<file path="config.mk">
export PLATFORM = sky130hd
export DESIGN_NAME = tdm_frame_serializer
export DESIGN_NICKNAME = d
export VERILOG_FILES = /design/src/rtl/tdmser_pkg.sv /design/src/rtl/tdmser_edge.sv /design/src/rtl/tdmser_stage.sv /design/src/rtl/tdmser_seq.sv /design/src/rtl/tdmser_lane.sv /design/src/rtl/tdm_frame_serializer.sv
export SDC_FILE = /design/constraint.sdc
export NUM_CORES = 1
export LEC_CHECK = 0
export ABC_AREA = 1
export CAP_MARGIN = 20
export CELL_PAD_IN_SITES_DETAIL_PLACEMENT = 1
export CELL_PAD_IN_SITES_GLOBAL_PLACEMENT = 1
export CORE_MARGIN = 5
export CORE_UTILIZATION = 35
export DETAILED_ROUTE_END_ITERATION = 7
export HOLD_SLACK_MARGIN = 0.1
export PLACE_DENSITY = 0.83
export SLEW_MARGIN = 20
export SYNTH_ARGS = -nofsm -noshare
export SYNTH_HDL_FRONTEND = slang
export SYNTH_SLANG_ARGS = --single-unit
</file>
<file path="constraint.sdc">
create_clock -name clk -period 1.7 [get_ports clk]
set_clock_uncertainty 0.1 [all_clocks]
set_input_delay 0.34 -clock clk [delete_from_list [all_inputs] [get_ports clk]]
set_output_delay 0.34 -clock clk [all_outputs]
set_load 0.005 [all_outputs]
</file>
<file path="src/rtl/tdmser_pkg.sv">
package tdmser_pkg;
    localparam int WORD_W = 24;
    typedef logic [WORD_W-1:0] word_t;
endpackage

</file>
<file path="src/rtl/tdmser_edge.sv">
module tdmser_edge (
    input  logic clk,
    input  logic rst_n,
    input  logic sclk,
    input  logic fsync,
    output logic sclk_rise,
    output logic sclk_fall,
    output logic frame_start
);
    typedef struct packed {
        logic sclk;
        logic fs_at_rise;
    } edge_st_t;

    edge_st_t st_d, st_q;

    assign sclk_rise   = sclk & ~st_q.sclk;
    assign sclk_fall   = ~sclk & st_q.sclk;
    assign frame_start = sclk_rise & fsync & ~st_q.fs_at_rise;

    always_comb begin
        st_d      = st_q;
        st_d.sclk = sclk;
        if (sclk_rise) begin
            st_d.fs_at_rise = fsync;
        end
    end

    always_ff @(posedge clk) begin
        if (!rst_n) begin
            st_q <= '0;
        end else begin
            st_q <= st_d;
        end
    end
endmodule

</file>
<file path="src/rtl/tdmser_stage.sv">
module tdmser_stage #(
    parameter int NCH = 4,
    parameter int W   = tdmser_pkg::WORD_W
) (
    input  logic             clk,
    input  logic             rst_n,
    input  logic             smp_valid,
    input  logic [NCH*W-1:0] smp_data,
    input  logic [NCH-1:0]   pwdn,
    input  logic             tdm_sel,
    input  logic             frame_start,
    output logic [NCH*W-1:0] load_words,
    output logic [NCH-1:0]   pwdn_q,
    output logic             tdm_q
);
    typedef struct packed {
        logic [NCH*W-1:0] pend;
        logic [NCH-1:0]   pwdn;
        logic             tdm;
    } stage_st_t;

    stage_st_t st_d, st_q;

    // words handed to the shifters: powered-down channels forced to zero
    always_comb begin
        for (int k = 0; k < NCH; k++) begin
            load_words[k*W +: W] = pwdn[k] ? '0 : st_q.pend[k*W +: W];
        end
    end

    always_comb begin
        st_d = st_q;
        if (smp_valid) begin
            st_d.pend = smp_data;
        end
        if (frame_start) begin
            st_d.pwdn = pwdn;
            st_d.tdm  = tdm_sel;
        end
    end

    always_ff @(posedge clk) begin
        if (!rst_n) begin
            st_q <= '0;
        end else begin
            st_q <= st_d;
        end
    end

    assign pwdn_q = st_q.pwdn;
    assign tdm_q  = st_q.tdm;
endmodule

</file>
<file path="src/rtl/tdmser_seq.sv">
module tdmser_seq (
    input  logic clk,
    input  logic rst_n,
    input  logic sclk_fall,
    input  logic frame_start,
    output logic shift,
    output logic active
);
    typedef struct packed {
        logic active;
        logic skip;
    } seq_st_t;

    seq_st_t st_d, st_q;

    // the first falling edge after a start keeps the MSB on the line
    assign shift  = sclk_fall & st_q.active & ~st_q.skip & ~frame_start;
    assign active = st_q.active;

    always_comb begin
        st_d = st_q;
        if (frame_start) begin
            st_d.active = 1'b1;
            st_d.skip   = 1'b1;
        end else if (sclk_fall && st_q.active) begin
            st_d.skip = 1'b0;
        end
    end

    always_ff @(posedge clk) begin
        if (!rst_n) begin
            st_q <= '0;
        end else begin
            st_q <= st_d;
        end
    end
endmodule

</file>
<file path="src/rtl/tdmser_lane.sv">
module tdmser_lane #(
    parameter int W = tdmser_pkg::WORD_W
) (
    input  logic         clk,
    input  logic         rst_n,
    input  logic         load,
    input  logic [W-1:0] load_word,
    input  logic         shift,
    input  logic         shift_in,
    output logic         msb
);
    typedef struct packed {
        logic [W-1:0] sr;
    } lane_st_t;

    lane_st_t st_d, st_q;

    always_comb begin
        st_d = st_q;
        if (load) begin
            st_d.sr = load_word;
        end else if (shift) begin
            st_d.sr = {st_q.sr[W-2:0], shift_in};
        end
    end

    always_ff @(posedge clk) begin
        if (!rst_n) begin
            st_q <= '0;
        end else begin
            st_q <= st_d;
        end
    end

    assign msb = st_q.sr[W-1];
endmodule

</file>
<file path="src/rtl/tdm_frame_serializer.sv">
module tdm_frame_serializer #(
    parameter int NCH = 4
) (
    input  logic                          clk,
    input  logic                          rst_n,
    input  logic                          sclk,
    input  logic                          fsync,
    input  logic                          smp_valid,
    input  logic [NCH*tdmser_pkg::WORD_W-1:0] smp_data,
    input  logic [NCH-1:0]                pwdn,
    input  logic                          tdm_sel,
    input  logic                          din,
    output logic [NCH-1:0]                dout
);
    localparam int W = tdmser_pkg::WORD_W;

    logic             sclk_rise;
    logic             sclk_fall;
    logic             frame_start;
    logic             shift;
    logic             active;
    logic             tdm_q;
    logic [NCH-1:0]   pwdn_q;
    logic [NCH*W-1:0] load_words;
    logic [NCH-1:0]   lane_msb;

    tdmser_edge u_edge (
        .clk        (clk),
        .rst_n      (rst_n),
        .sclk       (sclk),
        .fsync      (fsync),
        .sclk_rise  (sclk_rise),
        .sclk_fall  (sclk_fall),
        .frame_start(frame_start)
    );

    tdmser_stage #(.NCH(NCH), .W(W)) u_stage (
        .clk        (clk),
        .rst_n      (rst_n),
        .smp_valid  (smp_valid),
        .smp_data   (smp_data),
        .pwdn       (pwdn),
        .tdm_sel    (tdm_sel),
        .frame_start(frame_start),
        .load_words (load_words),
        .pwdn_q     (pwdn_q),
        .tdm_q      (tdm_q)
    );

    tdmser_seq u_seq (
        .clk        (clk),
        .rst_n      (rst_n),
        .sclk_fall  (sclk_fall),
        .frame_start(frame_start),
        .shift      (shift),
        .active     (active)
    );

    // In time-division mode the lanes form one chain: lane k+1 feeds lane k,
    // the chain input feeds the last lane, lane 0 drives the shared line.
    for (genvar k = 0; k < NCH; k++) begin : g_lane
        logic sin;
        if (k == NCH-1) begin : g_tail
            assign sin = tdm_q ? din : 1'b0;
        end else begin : g_link
            assign sin = tdm_q ? lane_msb[k+1] : 1'b0;
        end

        tdmser_lane #(.W(W)) u_lane (
            .clk      (clk),
            .rst_n    (rst_n),
            .load     (frame_start),
            .load_word(load_words[k*W +: W]),
            .shift    (shift),
            .shift_in (sin),
            .msb      (lane_msb[k])
        );

        if (k == 0) begin : g_shared
            assign dout[k] = lane_msb[k];
        end else begin : g_own
            assign dout[k] = tdm_q ? 1'b0 : lane_msb[k];
        end

        AST_PWDN_SLOT_ZERO: assert property (@(posedge clk) disable iff (!rst_n)
            $past(rst_n) && $past(frame_start) && !tdm_q && pwdn_q[k] |-> dout[k] == 1'b0)
            else $error("powered-down line not zero");

        AST_MSB_FIRST: assert property (@(posedge clk) disable iff (!rst_n)
            $past(rst_n) && $past(frame_start) && !tdm_q && !pwdn_q[k]
            |-> dout[k] == $past(load_words[k*W+W-1]))
            else $error("MSB not presented after frame start");
    end

    AST_IDLE_QUIET: assert property (@(posedge clk) disable iff (!rst_n)
        !active |-> dout == '0)
        else $error("output active before first frame");

    AST_CHANGE_AFTER_FALL: assert property (@(posedge clk) disable iff (!rst_n)
        $past(rst_n) && !$past(sclk_fall) && !$past(frame_start) |-> $stable(dout))
        else $error("output changed without falling edge or start");
endmodule

</file>
==> results.md <==
- The worst setup path is of the reg2out kind.
- The number of I/O port buffers is between 100 and 150.
- The delay of the slowest cell on the worst path is approximately 370 ps.
- The cell sitting at the root of the clock tree is a clkbuf_16.
- The area of the placeable core is 23400 um2.
- From bottom edge to top edge, the die measures around 160 um.
- The analysis attributes to cell leakage a power of a little under 5 nW.
- The global router's overall resource usage is 0.174.
- The count of unique library cells instantiated by Yosys is 14.
- The post-detailed-route DRC marker count is 0.
- The count of nets left with antenna violations once routing finished came out at 0.
- The via count of the first global-routing pass is between 8000 and 9000.
- The sequential fraction of the synthesis area is 0.475.
- The signal on the critical path passes through nor2_2, dlygate4sd2_1.
- Setup repair after global routing left no endpoint under its margin.
- At the pin with the least slew margin, the transition time is around 320 ps.
- Power spread over the standard cell area amounts to 925 nW/um2.
- After clock tree synthesis, the clock-pin slew on the worst setup and hold paths is roughly 70 ps.
- The arrival time of the worst setup path is 1190 ps.
- The floorplan step set the die width to roughly 160 um.
- The share of the cycle needed by the critical path after routing is 0.961.
- The total number of yosys warnings is 0.
- For this run, the share of the core covered by cells in the final layout is 0.449.
- The clock latency at the later pin of the worst-skew pair is around 430 ps.
- After the flow finishes, the layout carries non-filler instances totaling about 1600.
- The H-tree generated during clock tree synthesis spans 4 levels.
- The detailed router placed just under 8000 vias in this run.
- The slowest cell on the critical path is dfxtp_4.
- The most frequent standard cell in the layout excluding fill and tap cells is nand3_1.
- TritonCTS created 17 clock buffers.
- Once placement completed, the tool counted placed cells totaling roughly 1600.
- The worst slack at placement is -349 ps.
- The number of antenna violations at the first check in global routing is 0.
- The share of final-layout standard cells stronger than drive strength 1 is 0.0613.
- In the routed layout, each cell is associated on average with a via count of 4.92.
- The die covers around 27000 um2.
- The final layout net count is 1385.
- In the layout the commonest cells are nand3_1, nor2_1, dfxtp_1.
- The worst max-slew margin expressed relative to the limit is 0.785.
- The site row count is between 50 and 60.
- The worst-path maximum fanout is 6.
- The register bit total from synthesis is between 150 and 200.
- The instance area at placement is just under 10000 um2.
- The run finished with clean final reports.
- The clock tree from TritonCTS is built.
- The mapped netlist covers approximately 8300 um2.
- Counting along the longest clock path gives a buffer depth of 2.
- The sum of net half-perimeters after detailed placement is about 15 mm.
- The final hold violation count is 0.
- The number of primary I/O pins is between 100 and 150.
- The filler cell count in the final layout is 3010.
- The final instance area is ~11000 um2.
- Subtracting the final worst setup slack from the clock period gives 1630 ps.
- The top achievable clock speed is 0.612 GHz.
- The type of the tightest min-delay check is in2reg.
- The final worst-path setup slack is ~67 ps.
- Entering global routing, the biggest net connects between 70 and 80 pins.
- The average cell area after synthesis is a little under 7 um2.
- The largest voltage drop on the vdd net is roughly 0.00044 V.
- The area of the multi-input gates is approximately 3500 um2.
- The starting DRC count in detailed routing is approximately 380.
- The worst setup path is captured at an output pin.
- The first-pass GRT wire length is between 30 and 40 mm.
- The tool flagged a number of max-cap violations equal to 0.
- The final layout contains routed wiring with a total length of roughly 23 mm.
- The max-slew violation total from the final report is 0.
- The area taken by flip-flops and latches is 3950 um2.
- The number of hold buffers added after CTS was 0.
- The design draws roughly 10 mW.
- The total inserted antenna cells is 0.
- The clock drives slightly below 200 sinks.
- The number of nets handed over by synthesis was between 1000 and 1500.
- After technology mapping, the gate count stands at roughly 1200.
- The final estimated routing congestion in global placement is 0.754.
- The routed length per instance is ~14 um.
- Data on the critical path is required at its endpoint by between 1000 and 1500 ps.
- After global routing the overflow that remains totals 0.
- Post-CTS timing repair inserted 0 buffers for setup.
- The worst setup path is launched from a flop.
- Compared with the post-synthesis result, the final layout area differs by 26.4%.
- The first-pass detailed-route iteration total is 5.
- The initial utilization of the core area, before any placement, comes to 0.355.
- The count of endpoints failing setup in the final report is 0.
[critical path: cells and delay by family (launching register included)]
| family | cells | cell delay (ps) |
|---|---|---|
| simple gates | 1 | 150 |
| buf+inv | 1 | 250 |
| flops | 1 | 370 |
[worst paths after layout]
kind / from / end / slack, ps / cells past startpoint
hold reg to reg: g_lane[0].u_lane.st_q[4] / g_lane[0].u_lane.st_q[4] / 360 / 2
setup reg to reg: u_edge.st_q[1] / g_lane[0].u_lane.st_q[2] / 140 / 8
hold / removal: sclk / u_edge.st_q[1] / 130 / 3
setup / recovery: u_stage.tdm_q / dout[2] / 70 / 2
[final cells by class]
class / instances / share of cell area
Inverter: 111 / 0.0398
Clock inverter: 7 / 0.00465
Tap cell: 319 / 0.0380
Multi-Input combinational cell: 804 / 0.338
Timing Repair Buffer: 147 / 0.157
Sequential cell: 197 / 0.376
Clock buffer: 23 / 0.0465
[per-stage QoR]
step	hold slack, ps	TNS (ps)
after floorplan	333	0
after detailed placement	359	-27400
after CTS	191	0
final	132	0
after global routing	139	0
after global placement	350	-21830
[cells by family after synthesis]
| family | count (synthesis) | share of synthesized area |
|---|---|---|
| AND/OR/NAND/NOR | 674 | 0.344 |
| flip-flops | 197 | 0.475 |
| buffers and inverters | 204 | 0.103 |
| AO/OA/AOI/OAI | 130 | 0.0783 |
[synth_stat cells]
master	n	share of area
dfxtp_1	197	0.47
buf_6	6	0.0081
clkinv_1	2	0.00090
inv_1	109	0.049
a21oi_1	4	0.0024
nand2_1	185	0.084
buf_4	2	0.0018
nand4_1	1	0.00075
buf_2	32	0.019
o21ai_0	126	0.076
nor2_1	228	0.10
clkbuf_1	50	0.023
nand3_1	260	0.16
buf_1	3	0.0014
[registers in the layout (all words and copies together) (netlist names)]
| signal | cells |
|---|---|
| g_lane.u_lane.st_q | 96 |
| u_edge.st_q | 2 |
| u_seq.active | 1 |
| u_seq.st_q | 1 |
| u_stage.st_q | 96 |
| u_stage.tdm_q | 1 |
[metal layers]
layer | vias up | global-route usage | wire length [um] | part of all wire
met3 | 16 | 0.0319 | 759 | 0.033
met1 | 3805 | 0.223 | 10900 | 0.47
li1 | 3984 | - | - | -
met4 | 0 | 0.0351 | 231 | 0.010
met5 | - | 0 | 0 | 0
met2 | 110 | 0.305 | 11300 | 0.49
[power breakdown]
group	switching (mW)	leakage [nW]	internal, mW
Combinational	0.539	3.03	0.481
Sequential	0.123	1.62	4.83
Clock	1.73	0.254	2.01
[repair_timing]
action,4_1_cts,5_1_grt
gates resized for setup,11,7
setup endpoints to repair,4,48
pin swaps,0,2
Power figures use the tool's default switching activity.
